--- config.mk ---
export PLATFORM = sky130hd
export DESIGN_NAME = ppm_timer
export DESIGN_NICKNAME = d
export VERILOG_FILES = /design/src/rtl/ppm_pkg.sv /design/src/rtl/ppm_edge_sync.sv /design/src/rtl/ppm_down_counter.sv /design/src/rtl/ppm_capture.sv /design/src/rtl/ppm_flags.sv /design/src/rtl/ppm_timer.sv
export SDC_FILE = /design/constraint.sdc
export NUM_CORES = 1
export LEC_CHECK = 0
export BUFFER_PORTS_ARGS = -buffer_cell sky130_fd_sc_hd__buf_2
export CAP_MARGIN = 20
export CORE_ASPECT_RATIO = 1.75
export CORE_MARGIN = 3
export CORE_UTILIZATION = 39
export DETAILED_ROUTE_END_ITERATION = 12
export GPL_TIMING_DRIVEN = 0
export PLACE_DENSITY = 0.64
export SLEW_MARGIN = 20
export SYNTH_ARGS = -nofsm -noshare
export SYNTH_HDL_FRONTEND = slang
export SYNTH_HIERARCHICAL = 1
export SYNTH_SLANG_ARGS = --single-unit
--- constraint.sdc ---
create_clock -name clk -period 2.2 [get_ports clk]
set_input_delay 0.33 -clock clk [delete_from_list [all_inputs] [get_ports clk]]
set_output_delay 0.33 -clock clk [all_outputs]
set_load 0.03 [all_outputs]
--- src/rtl/ppm_pkg.sv ---
package ppm_pkg;

    localparam int unsigned CNT_W_DEF  = 8;
    localparam int unsigned SYNC_DEF   = 2;

    typedef enum logic [1:0] {
        REG_CTRL = 2'd0,
        REG_TMR  = 2'd1,
        REG_IRQ  = 2'd2,
        REG_NONE = 2'd3
    } reg_sel_e;

    localparam int unsigned BIT_RUN  = 0;
    localparam int unsigned BIT_POL  = 1;
    localparam int unsigned BIT_EDGE = 2;
    localparam int unsigned BIT_UNF  = 3;
    localparam int unsigned BIT_IRQ  = 0;

    typedef struct packed {
        logic run;
        logic pol;
    } ctrl_t;

    typedef struct packed {
        logic edge_f;
        logic unf_f;
        logic irq;
    } stat_t;

    typedef struct packed {
        logic wr_ctrl;
        logic wr_reload;
        logic wr_irq;
        logic unlock;
    } bus_dec_t;

    function automatic bus_dec_t decode_bus(input logic wr_en, input logic rd_en,
                                            input logic [1:0] addr);
        bus_dec_t d;
        d.wr_ctrl   = wr_en && (reg_sel_e'(addr) == REG_CTRL);
        d.wr_reload = wr_en && (reg_sel_e'(addr) == REG_TMR);
        d.wr_irq    = wr_en && (reg_sel_e'(addr) == REG_IRQ);
        d.unlock    = rd_en && (reg_sel_e'(addr) == REG_TMR);
        return d;
    endfunction

endpackage

--- src/rtl/ppm_edge_sync.sv ---
module ppm_edge_sync #(
    parameter int unsigned STAGES = 2
) (
    input  logic clk,
    input  logic rst,
    input  logic din,
    input  logic falling,
    input  logic enable,
    output logic evt
);
    localparam int unsigned LAST = STAGES - 1;

    logic [STAGES-1:0] sync_q;
    logic              prev_q;

    genvar g;
    generate
        for (g = 0; g < STAGES; g++) begin : g_stage
            if (g == 0) begin : g_first
                always_ff @(posedge clk) begin
                    if (rst) sync_q[0] <= 1'b0;
                    else     sync_q[0] <= din;
                end
            end else begin : g_next
                always_ff @(posedge clk) begin
                    if (rst) sync_q[g] <= 1'b0;
                    else     sync_q[g] <= sync_q[g-1];
                end
            end
        end
    endgenerate

    always_ff @(posedge clk) begin
        if (rst) prev_q <= 1'b0;
        else     prev_q <= sync_q[LAST];
    end

    always_comb begin
        if (falling) evt = enable & prev_q & ~sync_q[LAST];
        else         evt = enable & ~prev_q & sync_q[LAST];
    end
endmodule

--- src/rtl/ppm_down_counter.sv ---
module ppm_down_counter #(
    parameter int unsigned W = 8,
    parameter logic [W-1:0] INIT = 'h0F
) (
    input  logic         clk,
    input  logic         rst,
    input  logic         run,
    input  logic         tick,
    input  logic         load,
    input  logic [W-1:0] reload_val,
    output logic [W-1:0] count,
    output logic [W-1:0] sample_val,
    output logic         unf_evt
);
    localparam logic [W-1:0] ZERO = '0;
    localparam logic [W-1:0] ONE  = {{(W-1){1'b0}}, 1'b1};

    function automatic logic [W-1:0] step(input logic [W-1:0] c, input logic [W-1:0] r);
        return (c == ZERO) ? r : (c - ONE);
    endfunction

    logic [W-1:0] cnt_q;

    assign unf_evt    = run & tick & (cnt_q == ZERO);
    assign sample_val = tick ? cnt_q : step(cnt_q, reload_val);
    assign count      = cnt_q;

    always_ff @(posedge clk) begin
        if (rst) begin
            cnt_q <= INIT;
        end else if (run) begin
            if (load)      cnt_q <= reload_val;
            else if (tick) cnt_q <= step(cnt_q, reload_val);
        end
    end
endmodule

--- src/rtl/ppm_capture.sv ---
module ppm_capture #(
    parameter int unsigned W = 8
) (
    input  logic         clk,
    input  logic         rst,
    input  logic         evt,
    input  logic [W-1:0] val,
    input  logic         unlock,
    output logic [W-1:0] buf_q,
    output logic         locked
);
    always_ff @(posedge clk) begin
        if (rst) begin
            buf_q  <= '0;
            locked <= 1'b0;
        end else if (evt && (!locked || unlock)) begin
            buf_q  <= val;
            locked <= 1'b1;
        end else if (unlock) begin
            locked <= 1'b0;
        end
    end
endmodule

--- src/rtl/ppm_flags.sv ---
module ppm_flags (
    input  logic          clk,
    input  logic          rst,
    input  logic          set_edge,
    input  logic          set_unf,
    input  logic          wr_ctrl,
    input  logic          wd_edge,
    input  logic          wd_unf,
    input  logic          wr_irq,
    input  logic          wd_irq,
    input  logic          ack,
    output ppm_pkg::stat_t st
);
    always_ff @(posedge clk) begin
        if (rst) begin
            st <= '0;
        end else begin
            if (set_edge)                st.edge_f <= 1'b1;
            else if (wr_ctrl && !wd_edge) st.edge_f <= 1'b0;

            if (set_unf)                 st.unf_f <= 1'b1;
            else if (wr_ctrl && !wd_unf)  st.unf_f <= 1'b0;

            if (set_edge || set_unf)               st.irq <= 1'b1;
            else if (ack || (wr_irq && !wd_irq))    st.irq <= 1'b0;
        end
    end
endmodule

--- src/rtl/ppm_timer.sv ---
module ppm_timer #(
    parameter int unsigned CNT_W       = ppm_pkg::CNT_W_DEF,
    parameter int unsigned SYNC_STAGES = ppm_pkg::SYNC_DEF,
    parameter logic [CNT_W-1:0] RELOAD_INIT = 'h0F
) (
    input  logic             clk,
    input  logic             rst,
    input  logic             tick_i,
    input  logic             meas_i,
    input  logic             wr_en_i,
    input  logic [1:0]       addr_i,
    input  logic [CNT_W-1:0] wdata_i,
    input  logic             rd_en_i,
    output logic [CNT_W-1:0] rdata_o,
    input  logic             irq_ack_i,
    output logic             irq_o
);
    import ppm_pkg::*;

    ctrl_t            ctrl_q;
    logic [CNT_W-1:0] reload_q;
    bus_dec_t         dec;
    logic             edge_evt;
    logic             unf_evt;
    logic [CNT_W-1:0] count;
    logic [CNT_W-1:0] sample_val;
    logic [CNT_W-1:0] cap_buf;
    logic             cap_locked;
    stat_t            st;

    assign dec = decode_bus(wr_en_i, rd_en_i, addr_i);

    always_ff @(posedge clk) begin
        if (rst) begin
            ctrl_q   <= '0;
            reload_q <= RELOAD_INIT;
        end else begin
            if (dec.wr_ctrl) begin
                ctrl_q.run <= wdata_i[BIT_RUN];
                ctrl_q.pol <= wdata_i[BIT_POL];
            end
            if (dec.wr_reload) reload_q <= wdata_i;
        end
    end

    ppm_edge_sync #(.STAGES(SYNC_STAGES)) u_sync (
        .clk    (clk),
        .rst    (rst),
        .din    (meas_i),
        .falling(ctrl_q.pol),
        .enable (ctrl_q.run),
        .evt    (edge_evt)
    );

    ppm_down_counter #(.W(CNT_W), .INIT(RELOAD_INIT)) u_cnt (
        .clk       (clk),
        .rst       (rst),
        .run       (ctrl_q.run),
        .tick      (tick_i),
        .load      (edge_evt),
        .reload_val(reload_q),
        .count     (count),
        .sample_val(sample_val),
        .unf_evt   (unf_evt)
    );

    ppm_capture #(.W(CNT_W)) u_cap (
        .clk   (clk),
        .rst   (rst),
        .evt   (edge_evt),
        .val   (sample_val),
        .unlock(dec.unlock),
        .buf_q (cap_buf),
        .locked(cap_locked)
    );

    ppm_flags u_flags (
        .clk     (clk),
        .rst     (rst),
        .set_edge(edge_evt),
        .set_unf (unf_evt),
        .wr_ctrl (dec.wr_ctrl),
        .wd_edge (wdata_i[BIT_EDGE]),
        .wd_unf  (wdata_i[BIT_UNF]),
        .wr_irq  (dec.wr_irq),
        .wd_irq  (wdata_i[BIT_IRQ]),
        .ack     (irq_ack_i),
        .st      (st)
    );

    always_comb begin
        rdata_o = '0;
        case (reg_sel_e'(addr_i))
            REG_CTRL: begin
                rdata_o[BIT_RUN]  = ctrl_q.run;
                rdata_o[BIT_POL]  = ctrl_q.pol;
                rdata_o[BIT_EDGE] = st.edge_f;
                rdata_o[BIT_UNF]  = st.unf_f;
            end
            REG_TMR:  rdata_o = cap_buf;
            REG_IRQ:  rdata_o[BIT_IRQ] = st.irq;
            default:  rdata_o = '0;
        endcase
    end

    assign irq_o = st.irq;
endmodule

==> flow_metrics.tcl, run 1 <==
set metrics [dict create \
    powerDensity_nw_per_um2 565 \
    ys.flop_type "dfxtp_1" \
    cp_cell_sequence "inv_1 > ha_1 > or3b_1 > buf_2 > mux2_4 > a22oi_1 > o21ai_0 > nand2b_1 > mux2i_1" \
    cts_buffers 5 \
    antenna_found_initial 0 \
    yosysWarnings 6 \
    initial_core_util_pct 41.3 \
    initialDrtViolationCount 68 \
    min_period_ns 2.07 \
    fp.dieW_um 60.0 \
    yosys.area.top_type "dfxtp_1" \
    crit_path_max_fanout 6 \
    min-delay-start "meas_i" \
    hp-class "input port to flip-flop" \
    wirelength_mm 4.77 \
    die_area_um2 6040 \
    area_delta_synth_final_pct 15.6 \
    dpl.hpwl_mm 3.58 \
    io_buffers 23 \
    rsz0062_at_grt "false" \
    yosysSeqAreaShare_pct 33.1 \
    peakVddDrop_uv 330 \
    p_seq_share_pct 47.5 \
    cp_data_arrival_time_ns 2.25 \
    boundaryPins 26 \
    crit_start "u_cnt/count[0]$_SDFFE_PP1P_" \
    gp_congestion 0.849 \
    power_switching_mw 0.277 \
    synth_top_area_share_pct 33.1 \
    tightestPinTransition_ns 0.497 \
    synth-seq-cells 33 \
    avgRoutedWirePerCell_um 15.1 \
    power_frac_comb_pct 7.6 \
    drc 0 \
    skew_ns 0.00650 \
    cts_buffer_depth 2 \
    hold_buffers 0 \
    num_antenna_cells 0 \
    placed_area_um2 2170 \
    critPathKind "flip-flop to flip-flop" \
    syn-num-nets 252 \
    synthArstFlopShare_pct 0 \
    clkSinkCount 33 \
    finalMaxSlewViolations 0 \
    setup_violations 0 \
    cp_slowest_cell "or3b_1" \
    critPathBufInv 2 \
    fmax_mhz 482 \
    root_buffer "clkbuf_8" \
    p_leak_nw 0.907 \
    gr-total-overflow 0 \
    cts_tree "yes" \
    intPower_mw 1.02 \
    die_y_um 101 \
    detail_route.vias_per_cell 5.48 \
    clock_latency_ns 0.28 \
    outcome "completed" \
    syn_area_um2 1990 \
    syn-instance-count 233 \
    grt_max_degree 18 \
    relSlewSlack_pct 66.6 \
    firstDrtPassIters 4 \
    grt_pass1_vias 1599 \
    instances_no_fill 316 \
    slowest_delay_ns 0.33 \
    cp_data_required_time_ns 2.37 \
    clock_power_share_pct 44.9 \
    grtUsageTotal_pct 17.1 \
    end_kind "flip-flop" \
    p_sw_share_pct 21.3 \
    maxCapViolations 0 \
    rows 33 \
    layout.nets 282 \
    grt_pass1_wl_mm 7.88 \
    dr_total_vias 1731 \
    r2r_start "u_cnt/count[0]$_SDFFE_PP1P_" \
    final_cell_mix "33 x dfxtp_1, 32 x nand2b_1, 25 x buf_2" \
    layout_commonest_cell "dfxtp_1" \
    cts.clk_slew.worst_paths_ns 0.07 \
    postCtsSetupBuffers 0 \
    drive_above_1_share_pct 19.7 \
    crit_path_start_kind "flip-flop" \
    crit_family "simple AND/OR/NAND/NOR gates" \
    syn_area_per_cell_um2 8.55 \
    placed_cells 308 \
    core_um2 4830 \
    fin_crit_sh_pct 94.2 \
    synth-edff-count 0 \
    yosys-top-cells-area "dfxtp_1 33%, mux2i_1 12%, nand2b_1 10%" \
    drtAntennaViolNets 0 \
    synth_cell_type_count 49 \
    cts_htree_levels 2 \
    hold_viol_final 0 \
    fin_area_um2 2300 \
]
==> per-layer routing <==
metal	track usage [%]	vias up	routed length [um]
met5	0	-	0
li1	-	872	-
met1	20.9	809	1950
met4	7.51	0	79
met3	2.31	7	168
met2	29.1	43	2580
==> state kept, by name, summed over array words and instances (netlist names) <==
signal         flops
ctrl_q             2
u_cap/locked       1
u_cap/buf_q        8
u_sync/prev_q      1
u_sync/sync_q      2
reload_q           8
u_cnt/count        8
u_flags/st         3
==> power by group through the flow <==
stage | clock, mW | sequential (mW) | combinational (mW)
finish | 0.585 | 0.619 | 0.0988
CTS | 0.606 | 0.618 | 0.0987
detailed placement | 0 | 0.632 | 0.0982
global route | 0.624 | 0.619 | 0.109
floorplan | 0 | 0.627 | 0.0669
global placement | 0 | 0.632 | 0.0976
==> per-stage QoR <==
stage	worst slack [ns]	utilization [%]	hold slack, ns	total power, mW	TNS, ns
6_report	0.127	47.7	0.252	1.30	0
3_3_place_gp	-0.0996	45.0	0.412	0.729	-0.226
5_1_grt	0.0236	47.7	0.243	1.35	0
3_5_place_dp	-0.0719	45.0	0.422	0.730	-0.146
2_1_floorplan	0.354	-	0.399	0.694	0
4_1_cts	0.0313	47.4	0.242	1.32	0
==> cell families after synthesis <==
| logic type | count (synthesis) | share of synthesized area (%) |
|---|---|---|
| simple gates | 101 | 29.9 |
| compound gates | 49 | 16.1 |
| flops | 33 | 33.1 |
| mux | 25 | 12.9 |
| buf+inv | 23 | 6.72 |
| fa+ha+maj | 2 | 1.26 |
==> worst paths after layout <==
kind	to	slack, ns	depth (start not counted)
worst max-delay path	u_cap/buf_q[6]$_SDFFE_PP0P_	0.13	9
worst min register to register	u_sync/sync_q[1]$_SDFF_PP0_	0.44	1
worst min-delay path	u_sync/sync_q[0]$_SDFF_PP0_	0.25	2
worst max register to register	u_cap/buf_q[6]$_SDFFE_PP0P_	0.13	9
==> area by class of cell <==
class                      count  area (um2)
clock inverter                 1        30.0
buffer                        14         101
sequential                    33         661
inverter                       9        33.8
clock buffer                   7        86.3
fill                         491        2530
tap                           52        65.1
timing repair buffer          23         115
multi-input combinational    177        1210
==> timing repair <==
item                                    4_1_cts  5_1_grt
resized for setup                             1        6
endpoints found under the hold margin         0        0
endpoints found under the setup margin        3       12
==> cell usage after synthesis (2+ instances only) <==
| cell type | number |
|---|---|
| a22oi_1 | 3 |
| mux2i_1 | 23 |
| nor2_1 | 25 |
| nand3_1 | 4 |
| o211ai_1 | 2 |
| o21ai_0 | 12 |
| nand2b_1 | 32 |
| dfxtp_1 | 33 |
| a21o_1 | 2 |
| o22a_1 | 3 |
| nor2b_1 | 2 |
| buf_6 | 5 |
| a21oi_1 | 13 |
| buf_2 | 2 |
| and2_1 | 5 |
| and3b_1 | 2 |
| clkbuf_1 | 4 |
| or3_1 | 3 |
| and2b_1 | 2 |
| a2bb2oi_1 | 3 |
| buf_4 | 2 |
| ha_1 | 2 |
| a31oi_1 | 2 |
| inv_1 | 9 |
| nor3_1 | 3 |
| nand3b_1 | 4 |
| nand2_1 | 9 |
No activity file was read; power rests on OpenSTA's default activity.
==> run 2: changes to the inputs <==
- PLACE_DENSITY: 0.64 -> 0.63
==> run 2 against run 1 <==
Hold slack got worse by 0.0065 ns. Largest power group unchanged. Final cell count did not move. Largest cell class unchanged. Worst setup slack improved by 0.032 ns. Routed wire length fell by 1.9%. Critical path depth did not move.
==> flow_metrics.tcl, run 2 (same netlist as run 1, synthesis figures left out) <==
set metrics [dict create \
    num_antenna_cells 0 \
    setup_violations 0 \
    rows 33 \
    cp_data_arrival_time_ns 2.21 \
    crit_path_start_kind "flip-flop" \
    cts_buffer_depth 2 \
    dr_total_vias 1693 \
    root_buffer "clkbuf_8" \
    final_cell_mix "33 x dfxtp_1, 32 x nand2b_1, 25 x nor2_1, 25 x buf_2, 23 x mux2i_1" \
    skew_ns 0.00713 \
    postCtsSetupBuffers 0 \
    seq_area_um2 661 \
    die_area_um2 6040 \
    critical_path_cell_count 9 \
    grt_pass1_vias 1625 \
    hold_viol_final 0 \
    cp_slowest_cell "dfxtp_1" \
    multi_input_area_um2 1200 \
    fillers 477 \
    end_kind "flip-flop" \
    cp_data_required_time_ns 2.37 \
    r2r_slack_ns 0.16 \
    worst_r2r_path_depth 9 \
    initialDrtViolationCount 74 \
    wirelength_mm 4.68 \
    cp_cell_sequence "inv_2 > ha_1 > or3b_1 > buf_2 > mux2_4 > a22oi_1 > o21ai_0 > nand2b_1 > mux2i_1" \
    die_y_um 101 \
    initial_core_util_pct 41.3 \
    p_leak_nw 0.887 \
    cts_buffers 5 \
    critPathBufInv 2 \
    rsz0062_at_grt "false" \
    firstDrtPassIters 4 \
    clkSinkCount 33 \
    dpl.hpwl_mm 3.52 \
    peakVddDrop_uv 326 \
    min_period_ns 2.04 \
    maxCapViolations 0 \
    gr-total-overflow 0 \
    layout.nets 282 \
    crit_family "simple AND/OR/NAND/NOR gates" \
    slowest_delay_ns 0.34 \
    hp-class "input port to flip-flop" \
    worst_r2r_endpoint "u_cap/buf_q[6]$_SDFFE_PP0P_" \
    tightestPinTransition_ns 0.550 \
    avgRoutedWirePerCell_um 14.8 \
    drtAntennaViolNets 0 \
    detail_route.vias_per_cell 5.36 \
    powerDensity_nw_per_um2 514 \
    cts.clk_slew.worst_paths_ns 0.07 \
    critPathKind "flip-flop to flip-flop" \
    crit_start "u_cnt/count[0]$_SDFFE_PP1P_" \
    crit_path_max_fanout 6 \
    area_delta_synth_final_pct 13.6 \
    grt_pass1_wl_mm 7.97 \
    fin_setup_tns_ns 0 \
    r2r_start "u_cnt/count[0]$_SDFFE_PP1P_" \
    antenna_found_initial 0 \
    grt_max_degree 18 \
    finalMaxSlewViolations 0 \
    layout_commonest_cell "dfxtp_1" \
    grtUsageTotal_pct 17.3 \
    boundaryPins 26 \
    fp.dieW_um 60.0 \
    outcome "completed" \
    drive_above_1_share_pct 19.3 \
    final_util_pct 46.9 \
    gp_congestion 0.864 \
    relSlewSlack_pct 63.1 \
    io_buffers 23 \
    fmax_mhz 490 \
    clock_latency_ns 0.28 \
    critical_path.endpoint "u_cap/buf_q[6]$_SDFFE_PP0P_" \
    cts_htree_levels 2 \
    core_um2 4830 \
    fin_crit_sh_pct 92.7 \
    drc 0 \
    cts_tree "yes" \
]
-- run 2: routing by layer --
layer / share of wire (%) / up-vias / GRT usage (%)
met3: 4.1 / 14 / 3.46
met5: 0 / - / 0
met2: 51 / 44 / 28.2
met4: 3.8 / 0 / 9.04
li1: - / 869 / -
met1: 41 / 766 / 20.8
-- run 2: repair_timing --
action / in CTS / in global routing
setup endpoints to repair: 7 / 14
hold buffers: 0 / 0
gates cloned: 0 / 0
resized for setup: 1 / 4
-- run 2: layout make-up --
cell class,count,share of cell area (%)
Buffer,14,4.48
Clock inverter,3,0.773
Sequential cell,33,29.2
Clock buffer,5,3.04
Tap cell,52,2.87
Inverter,9,1.49
Timing Repair Buffer,23,5.08
Multi-Input combinational cell,177,53.1
-- run 2: per-stage QoR --
| step | std cells | setup WS [ns] | hold WS (ns) | area [um2] | power, mW |
|---|---|---|---|---|---|
| floorplan | 233 | 0.354 | 0.399 | 1990 | 0.694 |
| global placement | 308 | -0.112 | 0.412 | 2170 | 0.729 |
| detailed placement | 308 | -0.126 | 0.421 | 2170 | 0.730 |
| CTS | 316 | 0.0387 | 0.237 | 2260 | 1.18 |
| global route | 316 | 0.0187 | 0.234 | 2260 | 1.21 |
| finish | 316 | 0.160 | 0.245 | 2260 | 1.16 |
-- run 2: how the worst min path moves through the flow --
stage	start	endpoint	slack, ns	cells after the start
finish	meas_i	u_sync/sync_q[0]$_SDFF_PP0_	0.25	2
global route	meas_i	u_sync/sync_q[0]$_SDFF_PP0_	0.23	2
CTS	meas_i	u_sync/sync_q[0]$_SDFF_PP0_	0.24	2
detailed placement	u_sync/sync_q[0]$_SDFF_PP0_	u_sync/sync_q[1]$_SDFF_PP0_	0.42	1
global placement	u_sync/sync_q[0]$_SDFF_PP0_	u_sync/sync_q[1]$_SDFF_PP0_	0.41	1
floorplan	rst	u_flags/st[0]$_SDFFE_PP0P_	0.40	1
-- run 2: where the power goes --
part	switching (mW)	total, mW	internal, mW
registers	0.0105	0.618	0.608
logic	0.0504	0.0980	0.0476
clock network	0.230	0.448	0.218
